--- config.mk ---
export PLATFORM = sky130hd
export DESIGN_NAME = dual_timer_unit
export DESIGN_NICKNAME = d
export VERILOG_FILES = /design/src/rtl/dtu_pkg.sv /design/src/rtl/dtu_prescaler.sv /design/src/rtl/dtu_edge_sampler.sv /design/src/rtl/dtu_channel.sv /design/src/rtl/dual_timer_unit.sv
export SDC_FILE = /design/constraint.sdc
export NUM_CORES = 1
export LEC_CHECK = 0
export BUFFER_PORTS_ARGS = -buffer_cell sky130_fd_sc_hd__clkbuf_2
export CAP_MARGIN = 15
export CORE_MARGIN = 5
export CORE_UTILIZATION = 30
export DETAILED_ROUTE_END_ITERATION = 6
export PLACE_DENSITY = 0.54
export SLEW_MARGIN = 0
export SYNTH_ARGS = -nofsm -noshare
export SYNTH_HDL_FRONTEND = slang
export SYNTH_SLANG_ARGS = --single-unit
export TNS_END_PERCENT = 10
--- constraint.sdc ---
create_clock -name clk -period 4.45 [get_ports clk]
set_input_delay 0.445 -clock clk [delete_from_list [all_inputs] [get_ports clk]]
set_output_delay 0.445 -clock clk [all_outputs]
set_load 0.005 [all_outputs]
--- src/rtl/dtu_pkg.sv ---
package dtu_pkg;

   localparam int DATA_W = 8;
   localparam int ADDR_W = 3;

   typedef enum logic [1:0] {
      LAYOUT_13     = 2'd0,
      LAYOUT_16     = 2'd1,
      LAYOUT_RELOAD = 2'd2,
      LAYOUT_SPLIT  = 2'd3
   } layout_e;

   localparam logic [ADDR_W-1:0] A_MODE = 3'd0;
   localparam logic [ADDR_W-1:0] A_CTRL = 3'd1;
   localparam logic [ADDR_W-1:0] A_CH0L = 3'd2;

   // bit offsets inside one 4-bit channel field of the mode register
   localparam int F_GATE = 3;
   localparam int F_EXT  = 2;

   // control register bit positions for channel i: run at RUN_B+2i, flag at FLAG_B+2i
   localparam int RUN_B  = 4;
   localparam int FLAG_B = 5;

endpackage

--- src/rtl/dtu_prescaler.sv ---
module dtu_prescaler #(
   parameter int DIV_RATIO = 12
) (
   input  logic clk,
   input  logic rst_n,
   output logic tick
);
   localparam int CW = (DIV_RATIO > 1) ? $clog2(DIV_RATIO) : 1;
   localparam logic [CW-1:0] LAST = CW'(DIV_RATIO - 1);

   logic [CW-1:0] cnt_q;

   assign tick = (cnt_q == LAST);

   always_ff @(posedge clk or negedge rst_n) begin
      if (!rst_n)    cnt_q <= '0;
      else if (tick) cnt_q <= '0;
      else           cnt_q <= cnt_q + {{(CW-1){1'b0}}, 1'b1};
   end
endmodule

--- src/rtl/dtu_edge_sampler.sv ---
module dtu_edge_sampler (
   input  logic clk,
   input  logic rst_n,
   input  logic tick,
   input  logic pin,
   output logic fall
);
   logic prev_q;

   assign fall = tick & prev_q & ~pin;

   always_ff @(posedge clk or negedge rst_n) begin
      if (!rst_n)    prev_q <= 1'b0;
      else if (tick) prev_q <= pin;
   end
endmodule

--- src/rtl/dtu_channel.sv ---
module dtu_channel
   import dtu_pkg::*;
#(
   parameter int LOW_FIELD_W = 5,
   parameter bit SPLIT_OK    = 1'b0
) (
   input  logic              clk,
   input  logic              rst_n,
   input  layout_e           layout,
   input  logic              inc_main,
   input  logic              inc_aux,
   input  logic              wr_lo,
   input  logic              wr_hi,
   input  logic [DATA_W-1:0] wdata,
   output logic [DATA_W-1:0] lo_q,
   output logic [DATA_W-1:0] hi_q,
   output logic              ovf_main,
   output logic              ovf_aux
);
   localparam int NARROW_W = LOW_FIELD_W + DATA_W;
   localparam int WIDE_W   = 2 * DATA_W;

   logic [NARROW_W:0]   sum_n;
   logic [WIDE_W:0]     sum_w;
   logic [DATA_W-1:0]   lo_d, hi_d;
   logic [DATA_W-1:0]   sp_lo, sp_hi;
   logic                sp_lo_ovf, sp_hi_ovf;
   logic                wr_any;

   assign wr_any = wr_lo | wr_hi;
   assign sum_n  = {1'b0, hi_q, lo_q[LOW_FIELD_W-1:0]} + {{NARROW_W{1'b0}}, 1'b1};
   assign sum_w  = {1'b0, hi_q, lo_q} + {{WIDE_W{1'b0}}, 1'b1};

   generate
      if (SPLIT_OK) begin : g_split
         assign sp_lo     = lo_q + {{(DATA_W-1){1'b0}}, 1'b1};
         assign sp_hi     = hi_q + {{(DATA_W-1){1'b0}}, 1'b1};
         assign sp_lo_ovf = &lo_q;
         assign sp_hi_ovf = &hi_q;
      end else begin : g_stop
         assign sp_lo     = lo_q;
         assign sp_hi     = hi_q;
         assign sp_lo_ovf = 1'b0;
         assign sp_hi_ovf = 1'b0;
      end
   endgenerate

   always_comb begin
      lo_d     = lo_q;
      hi_d     = hi_q;
      ovf_main = 1'b0;
      ovf_aux  = 1'b0;
      unique case (layout)
         LAYOUT_13: if (inc_main && !wr_any) begin
            lo_d     = {{(DATA_W-LOW_FIELD_W){1'b0}}, sum_n[LOW_FIELD_W-1:0]};
            hi_d     = sum_n[NARROW_W-1:LOW_FIELD_W];
            ovf_main = sum_n[NARROW_W];
         end
         LAYOUT_16: if (inc_main && !wr_any) begin
            lo_d     = sum_w[DATA_W-1:0];
            hi_d     = sum_w[WIDE_W-1:DATA_W];
            ovf_main = sum_w[WIDE_W];
         end
         LAYOUT_RELOAD: if (inc_main && !wr_any) begin
            if (&lo_q) begin
               lo_d     = hi_q;
               ovf_main = 1'b1;
            end else begin
               lo_d = lo_q + {{(DATA_W-1){1'b0}}, 1'b1};
            end
         end
         LAYOUT_SPLIT: begin
            if (inc_main && !wr_lo) begin
               lo_d     = sp_lo;
               ovf_main = sp_lo_ovf;
            end
            if (inc_aux && !wr_hi) begin
               hi_d    = sp_hi;
               ovf_aux = sp_hi_ovf;
            end
         end
         default: ;
      endcase
      if (wr_lo) lo_d = wdata;
      if (wr_hi) hi_d = wdata;
   end

   always_ff @(posedge clk or negedge rst_n) begin
      if (!rst_n) begin
         lo_q <= '0;
         hi_q <= '0;
      end else begin
         lo_q <= lo_d;
         hi_q <= hi_d;
      end
   end
endmodule

--- src/rtl/dual_timer_unit.sv ---
module dual_timer_unit
   import dtu_pkg::*;
#(
   parameter int DIV_RATIO   = 12,
   parameter int LOW_FIELD_W = 5
) (
   input  logic       clk,
   input  logic       rst_n,
   input  logic       wr_en,
   input  logic [2:0] wr_addr,
   input  logic [7:0] wr_data,
   input  logic [2:0] rd_addr,
   output logic [7:0] rd_data,
   input  logic [1:0] cnt_in,
   input  logic [1:0] gate_in,
   output logic [1:0] ovf_flag
);
   localparam int NCH = 2;

   generate
      if (DIV_RATIO < 2) begin : g_bad_div
         $error("DIV_RATIO must be at least 2");
      end
      if (LOW_FIELD_W < 1 || LOW_FIELD_W > DATA_W - 1) begin : g_bad_field
         $error("LOW_FIELD_W must lie in 1..DATA_W-1");
      end
   endgenerate

   logic                      tick;
   logic [DATA_W-1:0]         mode_q;
   logic [NCH-1:0]            run_q, tf_q, tf_set;
   logic [NCH-1:0]            fall, inc, aux, ovf_main, ovf_aux;
   logic [NCH-1:0][DATA_W-1:0] lo_q, hi_q;
   logic                      wr_mode, wr_ctrl;

   assign wr_mode = wr_en && (wr_addr == A_MODE);
   assign wr_ctrl = wr_en && (wr_addr == A_CTRL);

   dtu_prescaler #(.DIV_RATIO(DIV_RATIO)) u_presc (
      .clk(clk), .rst_n(rst_n), .tick(tick)
   );

   generate
      for (genvar i = 0; i < NCH; i++) begin : g_ch
         localparam logic [ADDR_W-1:0] A_LO = A_CH0L + ADDR_W'(2 * i);
         localparam logic [ADDR_W-1:0] A_HI = A_CH0L + ADDR_W'(2 * i + 1);

         logic [3:0] fld;
         logic       en;
         logic       w_lo, w_hi;

         assign fld  = mode_q[4*i +: 4];
         assign en   = run_q[i] & (~fld[F_GATE] | gate_in[i]);
         assign inc[i] = en & (fld[F_EXT] ? fall[i] : tick);
         assign aux[i] = (i == 0) ? (tick & run_q[NCH-1]) : 1'b0;
         assign w_lo = wr_en && (wr_addr == A_LO);
         assign w_hi = wr_en && (wr_addr == A_HI);

         dtu_edge_sampler u_samp (
            .clk(clk), .rst_n(rst_n), .tick(tick),
            .pin(cnt_in[i]), .fall(fall[i])
         );

         dtu_channel #(
            .LOW_FIELD_W(LOW_FIELD_W),
            .SPLIT_OK   (i == 0)
         ) u_chan (
            .clk     (clk),
            .rst_n   (rst_n),
            .layout  (layout_e'(fld[1:0])),
            .inc_main(inc[i]),
            .inc_aux (aux[i]),
            .wr_lo   (w_lo),
            .wr_hi   (w_hi),
            .wdata   (wr_data),
            .lo_q    (lo_q[i]),
            .hi_q    (hi_q[i]),
            .ovf_main(ovf_main[i]),
            .ovf_aux (ovf_aux[i])
         );

         always_ff @(posedge clk or negedge rst_n) begin
            if (!rst_n) begin
               run_q[i] <= 1'b0;
               tf_q[i]  <= 1'b0;
            end else if (wr_ctrl) begin
               run_q[i] <= wr_data[RUN_B + 2*i];
               tf_q[i]  <= wr_data[FLAG_B + 2*i];
            end else begin
               tf_q[i]  <= tf_q[i] | tf_set[i];
            end
         end
      end
   endgenerate

   // split high byte of channel 0 reports through flag 1
   assign tf_set[0] = ovf_main[0];
   assign tf_set[1] = ovf_main[1] | ovf_aux[0] | ovf_aux[1];

   always_ff @(posedge clk or negedge rst_n) begin
      if (!rst_n)       mode_q <= '0;
      else if (wr_mode) mode_q <= wr_data;
   end

   always_comb begin
      unique case (rd_addr)
         3'd0:    rd_data = mode_q;
         3'd1:    rd_data = {tf_q[1], run_q[1], tf_q[0], run_q[0], 4'b0000};
         3'd2:    rd_data = lo_q[0];
         3'd3:    rd_data = hi_q[0];
         3'd4:    rd_data = lo_q[1];
         3'd5:    rd_data = hi_q[1];
         default: rd_data = '0;
      endcase
   end

   assign ovf_flag = tf_q;
endmodule

# After elaboration in Yosys (flattened, before gate mapping)
# Index checks and enable logic that the tools add are counted.
op_classes:
  n_addsub: 8
  eq_ne: 30
  mux: 41
  n_bitwise: 20
  reduce_logical: 27
ops:
  columns: ["cell", "n"]
  rows:
  - ["$mux 8", 18]
  - ["$pmux 8 s3", 2]
  - ["$pmux 8 s6", 1]
  - ["$ne 3x1->1 const B", 12]
  - ["$add 16x1->17 const B", 2]
  - ["$pmux 8 s4", 1]
  - ["$add 13x1->14 const B", 2]
  - ["$add 8x1->8 const B", 3]
  - ["$reduce_and 8->1", 3]
  - ["$pmux 8 s2", 1]
  - ["$mux 1", 15]
  - ["$eq 3x2->1 const B", 4]
  - ["$eq 3x3->1 const B", 4]
  - ["$reduce_and 4->1", 3]
  - ["$logic_and 1x1->1", 10]
  - ["$and 1x1->1", 9]
  - ["$eq 2x2->1 const B", 4]
  - ["$pmux 1 s4", 2]
  - ["$or 1x1->1", 7]
  - ["$eq 3x1->1 const B", 2]
  - ["$logic_not 3->1", 2]
  - ["$add 4x1->4 const B", 1]
  - ["$eq 2x1->1 const B", 2]
  - ["$eq 4x4->1 const B", 1]
  - ["other kinds (8)", 15]
word_totals:
  ff_bits: 50
  in_bits: 21
  wordCells: 138

# Depth between registers and ports, before layout
# Gate-level depths: netlist (run 1).
depth:
  word_depth: 11
  depth_mapped: 10

# By module
# A second synthesis (run 1) with hierarchy kept.
hier_totals:
  hier_cells: 496
  hier_area_um2: 4196.5
modules_own_cells:
  columns: ["module", "instances", "cells_each", "area_each_um2", "seq_area_each_um2"]
  rows:
  - ["dtu_channel (g_ch[0].u_chan)", 1, 219, 1672.9, 400.4]
  - ["dtu_channel (g_ch[1].u_chan)", 1, 160, 1308.8, 400.4]
  - ["dual_timer_unit", 1, 97, 934.6, 300.3]
  - ["dtu_prescaler", 1, 14, 180.2, 100.1]
  - ["dtu_edge_sampler", 2, 3, 50.0, 25.0]

# Least setup slack after synthesis (run 1)
# Ideal clock, no wire load.
synth_timing:
  path_type: "reg2reg"
  from: "reg g_ch[0].u_chan.lo_q[0]"
  to: "reg g_ch[0].u_chan.hi_q[6]"
  setup_time_ns: 0.083
  t_arrival_ns: 1.945
  required_ns: 4.367
  slack_ns: 2.422
  stages_incl_launch_ff: 9
  path_buffers: 1
  period_less_slack_ns: 2.028
  cell_sequence: "dfrtp_1 > ha_1 > nand4_2 > or2_2 > buf_2 > or3_1 > a21oi_1 > nor3_1 > o21ai_0"
synth_via:
  elab_chain_cells: 4
  elab_cells_between_ends: 6
  classes_between: "2 x add/sub; 4 x mux"
synth_rtl:
  columns: ["item", "line_no", "source"]
  rows:
  - ["start, declared", "dtu_channel.sv:15", "output logic [DATA_W-1:0] lo_q,"]
  - ["start signal, assigned", "dtu_channel.sv:93", "lo_q <= lo_d;"]
  - ["$add 16x1->17 or $add 13x1->14 (tied branches)", "dtu_channel.sv:32, dtu_channel.sv:31", null]
  - ["$mux 8, on equally long branches", "dtu_channel.sv:59, dtu_channel.sv:54", null]
  - ["$pmux 8 s3 (*)", "dtu_channel.sv:53", "unique case (layout)"]
  - ["$mux 8 (*)", "dtu_channel.sv:85", "if (wr_hi) hi_d = wdata;"]
  - ["end signal, assigned", "dtu_channel.sv:94", "hi_q <= hi_d;"]
  - ["end, declared", "dtu_channel.sv:16", "output logic [DATA_W-1:0] hi_q,"]
# Every way passes the cells marked *; elsewhere a longest branch is shown, timed or not. The select of a mux whose other input is x is not followed.
# A chain may end at the register's enable or synchronous reset.

# Worst setup path in the final report (run 1)
layout_timing:
  from: "reg mode_q[1]"
  to: "reg g_ch[0].u_chan.hi_q[1]"
layout_via:
  elab_chain_cells: 3
  elab_cells_between_ends: 10
  classes_between: "5 x eq/ne; 2 x mux; 3 x reduce/logical"
layout_rtl:
  columns: ["item", "line_no", "source"]
  rows:
  - ["start, declared", "dual_timer_unit.sv:30", "logic [DATA_W-1:0] mode_q;"]
  - ["start signal, assigned", "dual_timer_unit.sv:102", "else if (wr_mode) mode_q <= wr_data;"]
  - ["$eq 2x2->1, or another cell as far along", "dtu_channel.sv:53", null]
  - ["$ne 3x1->1 (no source line), or another cell as far along", null, null]
  - ["$reduce_and 4->1 (no source line) or $mux 8 (tied branches)", null, null]
# Parallel ways exist; a longest one is shown, timed or not.

==> flow_summary_export.csv, run 1 <==
group,metric,value,unit
sta,slew_headroom,49.51,%
worst_setup_path,worst_setup_path_start_kind,"flop",
worst_setup_path,critical_path_class,"flop to flop",
clock_network,cts_resized,0,
worst_setup_path,crit_buf_inv,2,
placement,portBuffers,30,
worst_setup_path,crit_path_cell_trace,"inv_1 > ha_1 > clkinv_1 > a22oi_1 > o21ai_2 > a2111oi_0 > o41ai_1",
final_layout,antenna_cells,0,
floorplanning,rows,42,
worst_setup_path,endpoint_kind,"flop",
clock_network,cts.sink_count,50,
sta,clock_skew,0.007127,ns
clock_network,h-tree-depth,2,
worst_setup_path,critPathTopFamily,"compound AO/OA/AOI/OAI gates",
sta,rsz0062_at_grt,"false",
floorplanning,die_y,124.7,um
yosys,synthesis.nets,530,
worst_setup_path,cp_slowest_stage_delay,0.48,ns
route,first_iter_violations,401,
global_route,grt_use_total,16.75,%
floorplanning,dieArea,15550,sq um
yosys,netlist-cell-type-count,64,
yosys,yosys_warnings,0,
run_status,status,"finished, final reports clean",
power,vdd_drop_max,194.3,uV
route,wl_met1,6.045,mm
route,top_layer_used,"met4",
route,postRouteAntennaNets,0,
route,wl_met3,755,um
sta,hold_viol_final,0,
global_route,grt_first_pass_wirelength,21.07,mm
clock_network,cts_setup_buffers,0,
route,vias,3983,
route,met2_length,6.026,mm
yosys,synth_ff_type,"dfrtp_1",
floorplanning,die_w,124.7,um
final_layout,drive_above_1_share,11.90,%
clock_network,clk_latency,0.29,ns
final_layout,final_util,33.23,%
yosys,synth_top_family_by_area,"compound AO/OA/AOI/OAI gates",
worst_hold_path,hp-class,"primary input to async pin",
yosys,syn-mean-instance-area,7.956,sq um
yosys,synth.most_common_cell,"nand2_1",
worst_setup_path,cp_max_fo,10,
sta,fin_tns_setup,0,ns
clock_network,cts_root_buffer,"clkbuf_16",
yosys,synth_common_cells,"nand2_1 (51), dfrtp_1 (50), nor2_1 (44), o21ai_0 (44), a21oi_1 (33)",
route,firstDrtPassIters,5,
yosys,synth_cells,496,
placement,place_congestion,0.8834,
global_route,overflow,0,
yosys,synthDominantCellAreaShare,31.71,%
yosys,synthAdderAreaFrac,4.122,%
job,cap_violations,0,
yosys,synth-seq-cells,50,
route,viasPerCell,5.857,
yosys,synth.largest_area_cell,"dfrtp_1",
route,drcViolationCount,0,
yosys,synth_compound_area_share,27.62,%
yosys,synthMuxAreaShare,6.119,%
final_layout,area_delta_synth_final,10.18,%
clock_network,cts_buffers,5,
worst_setup_path,cp_slowest_cell,"a2111oi_0",
global_route,grt_max_degree,51,
yosys,synth_xor_area_share,1.776,%
yosys,synth.top_cells.by_area,"dfrtp_1 (32%), o21ai_0 (5.6%), nand2_1 (4.9%)",
placement,dp_hpwl,9.816,mm
floorplanning,core,13090,sq um
worst_setup_path,cp_data_required_time,4.61,ns
sta,setup_viol,0,
clock_network,cts.clk_slew.worst_paths,0.07,ns
power,power.density,480.5,nW/um^2
floorplanning,start_util,30.16,%
route,post_drt_wl_per_cell,19.41,um
power,leakagePower,1.693,nW
sta,worst_pin_slew,0.7546,ns
worst_setup_path,cp_data_arrival_time,2.82,ns
clock_network,cts_max_path_buffers,2,
floorplanning,io_pins,31,
sta,finalCritPeriodShare,59.65,%
global_route,grt_pass1_vias,3795,
clock_network,cts_tree,"yes",
yosys,async_flop_share,100.0,%
global_route,antenna_found_initial,0,
final_layout,fin_nets,537,
yosys,synth_edf_count,0,
sta,fmax,376.7,MHz
yosys,yosys.area_share.simple,23.53,%
yosys,syn_area,3946,sq um
yosys,ys_seq_area_share,31.71,%
sta,min_period,2.654,ns
route,routed_wl,13.20,mm
sta,maxSlewViolCount,0,
clock_network,holdBufCountCts,0,
[where the power goes]
part           switching (mW)  internal, mW  total (mW)  leakage, nW
combinational           0.463         0.355       0.818         1.01
clock                   0.172         0.223       0.395       0.0729
sequential              0.291         0.585       0.876        0.611
total                   0.926          1.16        2.09         1.69
[worst register-to-register path, cell delays in order (launching register included)]
cell,delay (ns)
dfrtp_1,0.40
inv_1,0.16
ha_1,0.38
clkinv_1,0.37
a22oi_1,0.40
o21ai_2,0.21
a2111oi_0,0.48
o41ai_1,0.13
[sequential cells by signal, summed over array words and instances, names as in the netlist]
register	count
run_q	2
g_ch.u_samp.prev_q	2
mode_q	8
g_ch.u_chan.lo_q	16
u_presc.cnt_q	4
ovf_flag	2
g_ch.u_chan.hi_q	16
[worst paths after layout]
| check | startpoint | endpoint | slack (ns) | depth (start not counted) |
|---|---|---|---|---|
| hold reg to reg | u_presc.cnt_q[0]$_DFF_PN0_ | u_presc.cnt_q[0]$_DFF_PN0_ | 0.46 | 1 |
| min in group clk | cnt_in[1] | g_ch[1].u_samp.prev_q$_DFFE_PN0N_ | 0.42 | 2 |
| setup reg to reg | mode_q[1]$_DFFE_PN0P_ | g_ch[0].u_chan.hi_q[1]$_DFFE_PN0P_ | 1.80 | 7 |
| max in group asynchronous | rst_n | g_ch[0].u_chan.hi_q[1]$_DFFE_PN0P_ | 3.73 | 2 |
| hold / removal | rst_n | g_ch[1].u_chan.lo_q[6]$_DFFE_PN0P_ | 0.26 | 2 |
| setup / recovery | mode_q[1]$_DFFE_PN0P_ | g_ch[0].u_chan.hi_q[1]$_DFFE_PN0P_ | 1.80 | 7 |
[placed cells by master (no fill, tap or decap), types with 3 or more instances in the layout]
cell type / instances
buf_4: 3
inv_1: 14
a31oi_1: 15
o22ai_1: 9
a21o_1: 5
a221oi_1: 9
mux2_2: 9
o211ai_1: 4
nor3_1: 14
nand2b_1: 6
a221o_1: 5
a22o_1: 3
nor4_1: 4
nor2_1: 44
and2_1: 4
o31ai_1: 7
clkbuf_16: 5
a2111oi_0: 3
nand2_1: 51
dfrtp_1: 50
a22oi_1: 5
or3_1: 9
a21oi_1: 33
nor2b_1: 9
o21ai_0: 44
ha_1: 13
mux2i_1: 14
clkbuf_2: 30
and3_1: 3
nand3_1: 20
nand4_1: 4
xnor2_1: 7
and4_1: 3
o41ai_1: 3
a311oi_1: 3
[stage by stage]
step                      hold slack (ns)  power (mW)  std cells  area (sq um)  worst slack (ns)
after global placement             0.4493       1.675        672          4197             1.740
after detailed placement           0.4568       1.678        672          4197             1.874
after floorplan                    0.1494       1.400        496          3946             2.422
final                              0.2572       2.089        680          4348             1.796
after CTS                          0.2942       2.089        680          4348             1.854
after global routing               0.3299       2.241        680          4348             1.624
[metal layers]
layer / track usage [%] / vias up
met1: 23.68 / 1914
met4: 5.996 / 0
met5: 0 / -
met3: 2.144 / 30
met2: 26.15 / 180
li1: - / 1859
[cells by family (layout without fill, tap and decap cells)]
kind of cell,after synthesis,after routing
flops,50,50
mux,23,23
fa+ha+maj,13,13
xor+xnor,8,8
simple gates,186,186
compound gates,167,167
buf+inv,49,57
[final cells by class]
| type | instances | area [sq um] |
|---|---|---|
| clock buffer | 6 | 138.9 |
| tap | 176 | 220.2 |
| multi-input combinational | 397 | 2492 |
| fill | 1376 | 8737 |
| clock inverter | 2 | 12.51 |
| timing repair buffer | 33 | 172.7 |
| inverter | 16 | 60.06 |
| sequential | 50 | 1251 |
Power figures use the tool's default switching activity.
==> run 2: changes to the inputs <==
Settings changed: ABC_AREA set to 1, PLACE_DENSITY 0.54 to 0.55.
Clock period 4.45 ns to 2.3 ns, I/O delays scaled along.
==> run 2 against run 1 <==
Against the previous run: synthesized cell count rose by 50%; largest power group is now combinational cells; fmax rose by 36%; flip-flop and latch count did not move; power rose by 110%; utilization rose by 0.84 points; critical path type unchanged; critical endpoint is now g_ch[0].u_chan.hi_q[3]$_DFFE_PN0P_; global-route usage rose by 1.2 points.
==> flow_summary_export.csv, run 2 <==
group,metric,value,unit
run_status,status,"finished, final reports clean",
global_route,grt_first_pass_wirelength,25.30,mm
sta,hold_viol_final,0,
route,postRouteAntennaNets,0,
final_layout,top_regs,"g_ch.u_chan.hi_q (16), g_ch.u_chan.lo_q (16), mode_q (8)",
floorplanning,rows,45,
yosys,async_flop_share,100.0,%
final_layout,antenna_cells,0,
sta,maxSlewViolCount,0,
final_layout,area_delta_synth_final,12.33,%
final_layout,layout_common_cells,"nand2_1 (242), inv_1 (100), nand3_1 (93)",
worst_setup_path,cp_data_arrival_time,2.19,ns
final_layout,drive_above_1_share,12.66,%
worst_setup_path,critical_path_class,"flop to flop",
job,cap_violations,0,
yosys,syn_area,4577,sq um
sta,setup_ws,0.3525,ns
clock_network,cts_buffers,5,
floorplanning,die_y,133.5,um
clock_network,cts_root_buffer,"clkbuf_16",
sta,slew_headroom,62.97,%
sta,setup_viol,0,
route,vias,4901,
yosys,ys_seq_area_share,27.34,%
final_layout,fin_nets,815,
clock_network,cts.sink_count,50,
power,leakagePower,2.620,nW
global_route,grt_pass1_vias,4569,
placement,portBuffers,30,
yosys,synth-seq-cells,50,
worst_setup_path,cp_max_fo,13,
sta,min_period,1.947,ns
floorplanning,io_pins,31,
route,firstDrtPassIters,5,
sta,holdWs,0.1758,ns
yosys,synthDominantCellAreaShare,27.34,%
yosys,syn-mean-instance-area,6.135,sq um
sta,finalCritPeriodShare,84.67,%
final_layout,final_common_cell,"nand2_1",
route,drcViolationCount,0,
yosys,yosys_warnings,0,
floorplanning,die_w,133.5,um
worst_setup_path,endpoint_kind,"flop",
placement,place_ws,0.3589,ns
route,viasPerCell,5.053,
yosys,synth.top_cells.by_area,"dfrtp_1 (27%), nand2_1 (20%), nand3_1 (10%)",
clock_network,h-tree-depth,2,
route,post_drt_wl_per_cell,16.22,um
clock_network,clk_latency,0.31,ns
global_route,antenna_found_initial,0,
floorplanning,core,15090,sq um
floorplanning,start_util,30.33,%
yosys,synth_edf_count,0,
final_layout,final_util,34.07,%
floorplanning,dieArea,17830,sq um
global_route,grt_use_total,17.97,%
sta,rsz0062_at_grt,"false",
clock_network,cts_resized,0,
final_layout,final_cells,970,
sta,fin_tns_setup,0,ns
clock_network,cts_max_path_buffers,2,
route,first_iter_violations,587,
worst_hold_path,hp-class,"primary input to flop",
power,power.density,833.1,nW/um^2
route,routed_wl,15.74,mm
worst_setup_path,cp_data_required_time,2.54,ns
yosys,synth_ff_type,"dfrtp_1",
placement,dp_hpwl,12.51,mm
yosys,synth_cells,746,
yosys,netlist-cell-type-count,43,
yosys,synth_common_cells,"nand2_1 (242), inv_1 (100), nand3_1 (93), nor2_1 (68), dfrtp_1 (50)",
placement,place_congestion,0.9361,
global_route,grt_max_degree,33,
yosys,synthesis.nets,780,
global_route,overflow,0,
placement,dp_cells,961,
sta,fmax,513.5,MHz
clock_network,cts.clk_slew.worst_paths,0.07,ns
yosys,synth.most_common_cell,"nand2_1",
power,vdd_drop_max,328.4,uV
yosys,synth.largest_area_cell,"dfrtp_1",
sta,worst_pin_slew,0.5554,ns
sta,clock_skew,0.01243,ns
clock_network,cts_tree,"yes",
worst_setup_path,worst_setup_path_start_kind,"flop",
## run 2: cell types whose count changed after synthesis, sizes merged, moves of 8 or more
cell | previous run | this run
a21oi | 33 | 25
a221oi | 9 | 1
a31oi | 15 | 0
clkbuf | 23 | 2
inv | 14 | 108
mux2 | 9 | 0
mux2i | 14 | 0
nand2 | 51 | 257
nand3 | 20 | 97
nor2 | 44 | 83
nor2b | 9 | 0
nor3 | 16 | 7
or3 | 9 | 0
## run 2: what timing repair did
action                    4_1_cts  5_1_grt
hold endpoints to repair       18        0
buffers inserted                0        0
hold buffers                    1        0
## run 2: report_power, final
group / switching (mW) / leakage, nW / internal, mW / total (mW)
combinational: 1.18 / 1.91 / 0.655 / 1.84
clock: 0.377 / 0.0781 / 0.517 / 0.893
sequential: 0.428 / 0.633 / 1.13 / 1.55
total: 1.99 / 2.62 / 2.30 / 4.28
## run 2: worst paths after layout
kind,start,endpoint,slack [ns],depth (start not counted)
worst max-delay path,mode_q[1]$_DFFE_PN0P_,g_ch[0].u_chan.hi_q[3]$_DFFE_PN0P_,0.35,9
worst min-delay path,cnt_in[1],g_ch[1].u_samp.prev_q$_DFFE_PN0N_,0.18,3
worst max register to register,mode_q[1]$_DFFE_PN0P_,g_ch[0].u_chan.hi_q[3]$_DFFE_PN0P_,0.35,9
worst min register to register,u_presc.cnt_q[0]$_DFF_PN0_,u_presc.cnt_q[0]$_DFF_PN0_,0.46,1
max in group asynchronous,rst_n,mode_q[6]$_DFFE_PN0P_,1.29,3
min in group asynchronous,rst_n,g_ch[0].u_chan.lo_q[4]$_DFFE_PN0P_,0.43,2
## run 2: layer usage
layer	vias to the layer above	wire length, um	global-route usage, %
li1	2483	-	-
met1	2246	7598	26.44
met2	150	6715	27.03
met3	22	997	2.606
met4	0	423	5.771
met5	-	0	0
## run 2: stage by stage
step           instance area [sq um]  total power [mW]
6_report                        5141             4.283
5_1_grt                         5141             4.633
4_1_cts                         5141             4.290
3_5_place_dp                    4969             3.384
3_3_place_gp                    4969             3.395
2_1_floorplan                   4577             2.760
## run 2: logic make-up (layout without fill, tap and decap cells)
logic type	after synthesis	in the layout	share of synthesized area, %
compound gates	96	96	12.33
buf+inv	121	157	10.55
xor+xnor	4	4	0.7656
fa+ha+maj	13	13	3.554
flops	50	50	27.34
simple gates	462	462	45.46
## run 2: worst max-delay path: stages, from the launching register on
cell,delay (ns)
dfrtp_1,0.42
inv_1,0.13
ha_1,0.41
inv_1,0.13
nand2_1,0.07
a21boi_2,0.15
nand2_2,0.20
o21ai_0,0.22
nand2_1,0.07
nand2_1,0.06
## run 2: layout make-up
class	count	area, sq um
clock buffers	7	132.6
clock inverters	1	30.03
fillers	1711	9948
inverters	109	409.1
multi-input cells	575	2843
flip-flops and latches	50	1251
well taps	188	235.2
repair buffers	40	240.2
==> run 3: changes to the inputs <==
Clock period 2.3 ns to 1.59 ns, I/O delays scaled along.
==> run 3 against run 2 <==
Against the previous run: the run now ends with negative setup slack left; register-to-register slack got worse by 0.42 ns; sequential power rose by 34%; largest cell class unchanged; utilization rose by 6.1 points; setup slack got worse by 0.44 ns; critical path depth fell by 3; worst hold slack got worse by 0.072 ns; sequential share of layout area fell by 3.6 points.
==> flow_summary_export.csv, run 3 (synthesized netlist as in run 2, its figures left out) <==
group,metric,value,unit
run_status,status,"complete, but fails checks",
run_status,violations,"negative setup slack",
route,viasPerCell,4.902,
route,post_drt_wl_per_cell,15.54,um
final_layout,top_regs,"g_ch.u_chan.hi_q (16), g_ch.u_chan.lo_q (16), mode_q (8)",
floorplanning,dieArea,17830,sq um
global_route,overflow,0,
floorplanning,start_util,30.33,%
sta,clock_skew,0.008146,ns
sta,hold_viol_final,0,
final_layout,area_delta_synth_final,32.50,%
route,first_iter_violations,379,
final_layout,final_common_cell,"nand2_1",
power,power.density,1166,nW/um^2
clock_network,cts.sink_count,50,
sta,fin_tns_setup,-0.2677,ns
clock_network,cts_tree,"yes",
global_route,grt_max_degree,29,
route,vias,5201,
sta,maxSlewViolCount,0,
worst_setup_path,cp_slowest_cell,"dfrtp_1",
floorplanning,die_y,133.5,um
sta,fmax,596.2,MHz
route,firstDrtPassIters,5,
global_route,antenna_found_initial,0,
route,drcViolationCount,0,
worst_setup_path,cp_data_required_time,1.43,ns
clock_network,clk_latency,0.31,ns
global_route,grt_pass1_vias,4908,
worst_setup_path,cp_data_arrival_time,1.52,ns
worst_setup_path,cp_slowest_stage_delay,0.43,ns
route,postRouteAntennaNets,0,
global_route,grt_use_total,18.78,%
placement,place_congestion,0.9351,
placement,portBuffers,30,
worst_setup_path,worst_setup_path_start_kind,"flop",
power,leakagePower,3.104,nW
sta,finalCritPeriodShare,105.5,%
placement,dp_hpwl,13.08,mm
clock_network,cts.clk_slew.worst_paths,0.07,ns
sta,worst_pin_slew,0.4872,ns
worst_setup_path,timing.rr.start,"g_ch[0].u_chan.lo_q[0]$_DFFE_PN0P_",
sta,slew_headroom,67.44,%
route,routed_wl,16.49,mm
floorplanning,die_w,133.5,um
final_layout,drive_above_1_share,28.29,%
final_layout,fin_nets,906,
worst_setup_path,crit_path_cell_trace,"buf_4 > buf_4 > buf_4 > nand2_1 > o2111ai_2 > clkbuf_2",
sta,min_period,1.677,ns
global_route,grt_first_pass_wirelength,26.51,mm
clock_network,cts_root_buffer,"clkbuf_16",
floorplanning,io_pins,31,
final_layout,antenna_cells,0,
clock_network,h-tree-depth,2,
final_layout,final_util,40.19,%
power,vdd_drop_max,529.8,uV
worst_setup_path,cp_max_fo,4,
worst_setup_path,rr_worst_depth,12,
sta,setup_viol,11,
final_layout,layout_common_cells,"nand2_1 (238), buf_4 (93), nand3_1 (90)",
worst_setup_path,critical_path_class,"flop to output port",
worst_hold_path,hp-class,"primary input to flop",
job,cap_violations,0,
worst_setup_path,reg2reg_slack,-0.07,ns
worst_setup_path,reg2reg_to,"g_ch[0].u_chan.hi_q[5]$_DFFE_PN0P_",
worst_hold_path,whs_path_depth,3,
worst_hold_path,min_to,"g_ch[0].u_samp.prev_q$_DFFE_PN0N_",
sta,rsz0062_at_grt,"true",
clock_network,cts_buffers,5,
worst_hold_path,min_from,"cnt_in[0]",
floorplanning,core,15090,sq um
sta,setup_ws,-0.08739,ns
worst_setup_path,endpoint_kind,"output port",
worst_setup_path,crit_top_cell,"buf_4",
clock_network,cts_max_path_buffers,2,
floorplanning,rows,45,
[run 3: cell count changes in the layout (fill, tap and decap cells not counted), sizes merged]
cell / change
buf: +91
bufinv: -1
clkbuf: -1
clkinv: +1
clkinvlp: +1
[run 3: layout make-up]
type	count	area, sq um
Clock inverter	2	12.51
Tap cell	188	235.2
Sequential cell	50	1259
Timing Repair Buffer	131	945.9
Clock buffer	6	138.9
Fill cell	1611	9025
Inverter	109	419.2
Multi-Input combinational cell	575	3054
[run 3: critical path, delay by kind of cell (launching register included)]
family | cells | cell delay [ns]
buffers and inverters | 4 | 0.54
flip-flops | 1 | 0.43
AO/OA/AOI/OAI | 1 | 0.16
AND/OR/NAND/NOR | 1 | 0.07
[run 3: routing by layer]
metal	track usage (%)	up-vias	routed length (um)
li1	-	2663	-
met1	27.52	2384	8027
met2	28.95	136	7336
met3	2.039	18	759
met4	5.886	0	363
met5	0	-	0
[run 3: worst max-delay path by stage]
stage,from,end,slack (ns),cells past startpoint
after floorplan,mode_q[1]$_DFFE_PN0P_,g_ch[0].u_chan.lo_q[0]$_DFFE_PN0P_,-0.04,10
after global routing,g_ch[0].u_chan.lo_q[0]$_DFFE_PN0P_,g_ch[0].u_chan.hi_q[5]$_DFFE_PN0P_,-0.15,12
after global placement,mode_q[0]$_DFFE_PN0P_,g_ch[0].u_chan.hi_q[2]$_DFFE_PN0P_,-0.11,6
final,mode_q[4]$_DFFE_PN0P_,rd_data[4],-0.09,6
after CTS,g_ch[0].u_chan.lo_q[7]$_DFFE_PN0P_,rd_data[7],-0.05,6
after detailed placement,mode_q[0]$_DFFE_PN0P_,g_ch[0].u_chan.hi_q[4]$_DFFE_PN0P_,-0.11,9
[run 3: timing repair]
action,in CTS,in global routing
endpoints found under the setup margin,40,41
hold buffers,1,0
pin swaps,13,14
gates resized for setup,46,38
buffers inserted,10,5
endpoints found under the hold margin,50,0
[run 3: metrics by stage]
step           area, sq um  setup WS, ns  std cells  hold slack (ns)  power (mW)
6_report              6065      -0.08739       1061           0.1037       7.071
4_1_cts               5912      -0.04783       1056           0.1043       6.915
5_1_grt               6065       -0.1509       1061           0.1167       7.602
3_3_place_gp          5544       -0.1050       1037           0.1785       5.448
3_5_place_dp          5544       -0.1119       1037           0.1800       5.451
2_1_floorplan         4582      -0.03586        746          -0.1366       3.997
[run 3: where the power goes]
group / total, mW / internal (mW) / switching [mW]
Combinational: 3.82 / 1.61 / 2.21
Clock: 1.19 / 0.627 / 0.562
Sequential: 2.07 / 1.64 / 0.423
Total: 7.07 / 3.88 / 3.19
